$ cat src/rtl/bsf_pkg.sv
package bsf_pkg;

  typedef enum logic [1:0] {
    BK_COND  = 2'b00,
    BK_JUMP  = 2'b01,
    BK_INDIR = 2'b10,
    BK_RSVD  = 2'b11
  } br_kind_e;

  localparam logic [7:0] HINT_TAKE_BYTE = 8'h3E;
  localparam logic [7:0] HINT_SKIP_BYTE = 8'h2E;

  // Everything the second stage needs from a missed lookup.
  typedef struct packed {
    logic     backward;
    br_kind_e kind;
    logic     hint_take;
    logic     hint_skip;
  } miss_info_t;

endpackage

$ cat src/rtl/bsf_dir_cmp.sv
module bsf_dir_cmp #(
  parameter int ADDR_W = 32
) (
  input  logic [ADDR_W-1:0] pc,
  input  logic [ADDR_W-1:0] target,
  output logic              backward
);
  // Unsigned; a branch to itself is treated as a loop.
  assign backward = (target <= pc);
endmodule

$ cat src/rtl/bsf_hint_dec.sv
module bsf_hint_dec
  import bsf_pkg::*;
(
  input  logic       mode,
  input  logic       hint_vld,
  input  logic [7:0] hint_byte,
  output logic       take,
  output logic       skip
);
  logic armed;
  assign armed = mode && hint_vld;
  assign take  = armed && (hint_byte == HINT_TAKE_BYTE);
  assign skip  = armed && (hint_byte == HINT_SKIP_BYTE);
endmodule

$ cat src/rtl/bsf_static_rule.sv
module bsf_static_rule
  import bsf_pkg::*;
(
  input  miss_info_t info,
  output logic       taken
);
  always_comb begin
    unique case (info.kind)
      BK_COND: begin
        if (info.hint_take)      taken = 1'b1;
        else if (info.hint_skip) taken = 1'b0;
        else                     taken = info.backward;
      end
      BK_JUMP: taken = 1'b1;
      default: taken = 1'b0;
    endcase
  end
endmodule

$ cat src/rtl/branch_static_fallback.sv
module branch_static_fallback
  import bsf_pkg::*;
#(
  parameter int ADDR_W = 32
) (
  input  logic              clk,
  input  logic              rst_n,
  input  logic              lk_valid,
  output logic              lk_ready,
  input  logic              lk_btb_hit,
  input  logic              lk_btb_taken,
  input  logic [1:0]        lk_kind,
  input  logic [ADDR_W-1:0] lk_pc,
  input  logic [ADDR_W-1:0] lk_target,
  input  logic              lk_hint_vld,
  input  logic [7:0]        lk_hint_byte,
  input  logic              hint_mode,
  output logic              pr_valid,
  output logic              pr_taken,
  output logic              pr_static
);

  logic       accept, acc_hit, acc_miss;
  logic       miss_busy;
  logic       cmp_back, h_take, h_skip;
  logic       rule_taken;
  miss_info_t s1_d, s1_q;

  assign lk_ready = !miss_busy;
  assign accept   = lk_valid && lk_ready;
  assign acc_hit  = accept && lk_btb_hit;
  assign acc_miss = accept && !lk_btb_hit;

  bsf_dir_cmp #(.ADDR_W(ADDR_W)) u_cmp (
    .pc       (lk_pc),
    .target   (lk_target),
    .backward (cmp_back)
  );

  bsf_hint_dec u_hint (
    .mode      (hint_mode),
    .hint_vld  (lk_hint_vld),
    .hint_byte (lk_hint_byte),
    .take      (h_take),
    .skip      (h_skip)
  );

  always_comb begin
    s1_d.backward  = cmp_back;
    s1_d.kind      = br_kind_e'(lk_kind);
    s1_d.hint_take = h_take;
    s1_d.hint_skip = h_skip;
  end

  bsf_static_rule u_rule (
    .info  (s1_q),
    .taken (rule_taken)
  );

  always_ff @(posedge clk) begin
    if (!rst_n) begin
      miss_busy <= 1'b0;
      s1_q      <= '0;
      pr_valid  <= 1'b0;
      pr_taken  <= 1'b0;
      pr_static <= 1'b0;
    end else begin
      miss_busy <= acc_miss;
      if (acc_miss) s1_q <= s1_d;
      pr_valid <= acc_hit || miss_busy;
      if (acc_hit) begin
        pr_taken  <= lk_btb_taken;
        pr_static <= 1'b0;
      end else if (miss_busy) begin
        pr_taken  <= rule_taken;
        pr_static <= 1'b1;
      end
    end
  end

endmodule

$ cat config.mk
export PLATFORM = sky130hd
export DESIGN_NAME = branch_static_fallback
export DESIGN_NICKNAME = d
export VERILOG_FILES = /design/src/rtl/bsf_pkg.sv /design/src/rtl/bsf_dir_cmp.sv /design/src/rtl/bsf_hint_dec.sv /design/src/rtl/bsf_static_rule.sv /design/src/rtl/branch_static_fallback.sv
export SDC_FILE = /design/constraint.sdc
export NUM_CORES = 1
export LEC_CHECK = 0
export CAP_MARGIN = 5
export CORE_MARGIN = 5
export CORE_UTILIZATION = 68
export DETAILED_ROUTE_END_ITERATION = 8
export DONT_BUFFER_PORTS = 1
export GPL_TIMING_DRIVEN = 0
export HOLD_SLACK_MARGIN = 0.02
export PLACE_DENSITY = 0.93
export SLEW_MARGIN = 30
export SYNTH_ARGS = -nofsm -noshare
export SYNTH_HDL_FRONTEND = slang
export SYNTH_SLANG_ARGS = --single-unit
$ cat constraint.sdc
create_clock -name clk -period 2.7 [get_ports clk]
set_clock_uncertainty 0.1 [all_clocks]
set_input_delay 0.54 -clock clk [delete_from_list [all_inputs] [get_ports clk]]
set_output_delay 0.54 -clock clk [all_outputs]
set_load 0.02 [all_outputs]
==> flow_summary.yaml <==
final_layout:
  area_growth_pct: 4.038
  multi_input_area_um2: 865.8
  layout-drive-gt1-share_pct: 4.375
  diodes: 0
  final_cell_mix: "inv_1, ha_1, nand2_1, a21oi_1, dfxtp_1"
  final_cells: 177
  fill_cells: 141
  nets: 274
  layout_commonest_cell: "inv_1"
  seq_area_um2: 180.2
placed_design:
  gp_congestion: 0.7256
  dp_cells: 173
  pre_cts_ws_ns: 0.6570
  port_buffers: 0
  dp_hpwl_mm: 2.575
synthesis:
  synth-async-reset-ratio_pct: 0
  synthMuxAreaShare_pct: 0.9564
  netlist_area_mm2: 0.001177
  synth_top_family_by_area: "adder cells"
  synthXorXnorAreaFrac_pct: 0
  synth_nets: 269
  synth_ff_type: "dfxtp_1"
  synth-simple-area-share_pct: 19.45
  synth_fa_ha_area_share_pct: 34.01
  ys_seq_area_share_pct: 15.30
  synth_edf_count: 0
  synth_warnings: 0
  syn-instance-count: 156
  yosysUniqueCellTypes: 33
  syn_avg_cell_area_um2: 7.547
  ys_ff_latch: 9
  synth_compound_area_share_pct: 19.13
critical_path:
  crit_fanout: 2
  cp-start-kind: "primary input"
  slowest_stage: "a2111o_1"
  critPathRequiredTime_ns: 2.76
  path_class: "primary input to register"
  cp-end-kind: "register"
  cp_num_buf_inv: 1
  crit_arrival_ns: 1.82
  cp_cell_sequence: "inv_1 -> ha_1 -> nor2b_1 -> o211ai_1 -> a2111o_1 -> a311oi_1 -> nor3_1"
  crit_family: "compound AO/OA/AOI/OAI gates"
  max_stage_delay_ns: 0.37
floorplan:
  die_w_um: 51.61
  dieArea_mm2: 0.002664
  pin_count: 85
  core-area_mm2: 0.001689
  die_y_um: 51.61
  rows: 15
  start_util_pct: 69.70
sta:
  rsz0062_at_grt: "false"
  fmax_ghz: 0.5671
  fin_setup_tns_ns: 0
  setup_viol: 0
  hold_viol: 0
  period_needed_ns: 1.763
  relSlewSlack_pct: 80.93
  fin_crit_sh_pct: 65.31
  hold_ws_ns: 0.2935
  slew_violations: 0
  finalWorstSetupSlack_ns: 0.9368
  tightestPinTransition_ns: 0.2860
job:
  maxCapViolCount: 0
clock_network:
  post_cts_buffers: 0
  cts_root_buf: "clkbuf_4"
  path_clk_slew_ns: 0.06
  cts.hold.buffers_added: 0
  cts_tree: "yes"
  clock_latency_ns: 0.27
  cts_resized: 0
  cts_sinks: 9
  ctsLongestPathBuffers: 2
  cts_made_buffers: 3
  cts_htree_levels: 1
global_routing:
  grt_max_degree: 10
  grt_pass1_vias: 1184
  antenna_found_initial: 0
  grt_pass1_wl_mm: 4.416
  grt_overflow: 0
  grt_use_total_pct: 21.36
route:
  drtPass1Iterations: 4
  routedWlPerCell_um: 16.01
  dr.first_iter.drc_count: 13
  wl_mm: 2.834
  avgViaCountPerCell: 6.333
  detail-route-antenna-nets: 0
  drc: 0
  via_count: 1121
pwr:
  leakagePower_nw: 0.6487
  cellPowerDensity_mw_per_mm2: 305.5
  peakVddDrop_mv: 0.1607
  power_mw: 0.3742
hold_path:
  hold_path.class: "primary input to register"
outcome:
  status: "finished clean"
cells by family after synthesis:
group | Yosys count
flops | 9
compound gates | 36
fa+ha+maj | 32
simple gates | 43
mux | 1
buf+inv | 35
layout make-up:
cell class	instances	area share, %
flip-flops and latches	9	14.71
well taps	17	1.736
inverters	35	10.73
multi-input cells	112	70.68
clock buffers	4	2.145
where the power goes:
part           leakage (nW)  internal, mW  switching, mW  total (mW)
logic                 0.560        0.0562         0.0666       0.123
registers            0.0735         0.139        0.00665       0.145
clock network        0.0150        0.0571         0.0490       0.106
final timing paths:
path,from,end,slack (ns),cells after the start
max reg2reg,miss_busy$_SDFF_PN0_,s1_q[4]$_SDFFE_PN0P_,1.22,5
min,rst_n,miss_busy$_SDFF_PN0_,0.29,1
max,lk_pc[1],s1_q[4]$_SDFFE_PN0P_,0.94,7
min reg2reg,s1_q[0]$_SDFFE_PN0P_,s1_q[0]$_SDFFE_PN0P_,0.37,2
synthesized netlist by cell type (3+ instances only):
library cell	number	area [um2]
inv_1	34	127.6
ha_1	32	400.4
a21oi_1	15	75.07
nand2_1	15	56.30
dfxtp_1	9	180.2
nand4_1	7	43.79
o21ai_0	7	35.03
nor3_1	4	20.02
a21boi_0	3	22.52
nand3_1	3	15.01
nor2_1	3	11.26
nor2b_1	3	18.77
registers in the layout, indices dropped and copies added (netlist names):
signal	cells
miss_busy	1
pr_static	1
pr_taken	1
pr_valid	1
s1_q	5
metal layers:
layer	up-vias	GRT usage [%]	share of wire (%)
met5	-	0	0
met4	0	14.41	2.9
met3	7	5.158	7.0
met2	56	39.62	53
met1	501	20.52	37
li1	557	-	-
stage by stage:
stage | instance area [um2] | utilization [%]
after floorplan | 1177 | -
after global placement | 1199 | 70.96
after detailed placement | 1199 | 70.96
after CTS | 1225 | 72.52
after global routing | 1225 | 72.52
final | 1225 | 72.52
(Power assumes the default switching activity.)
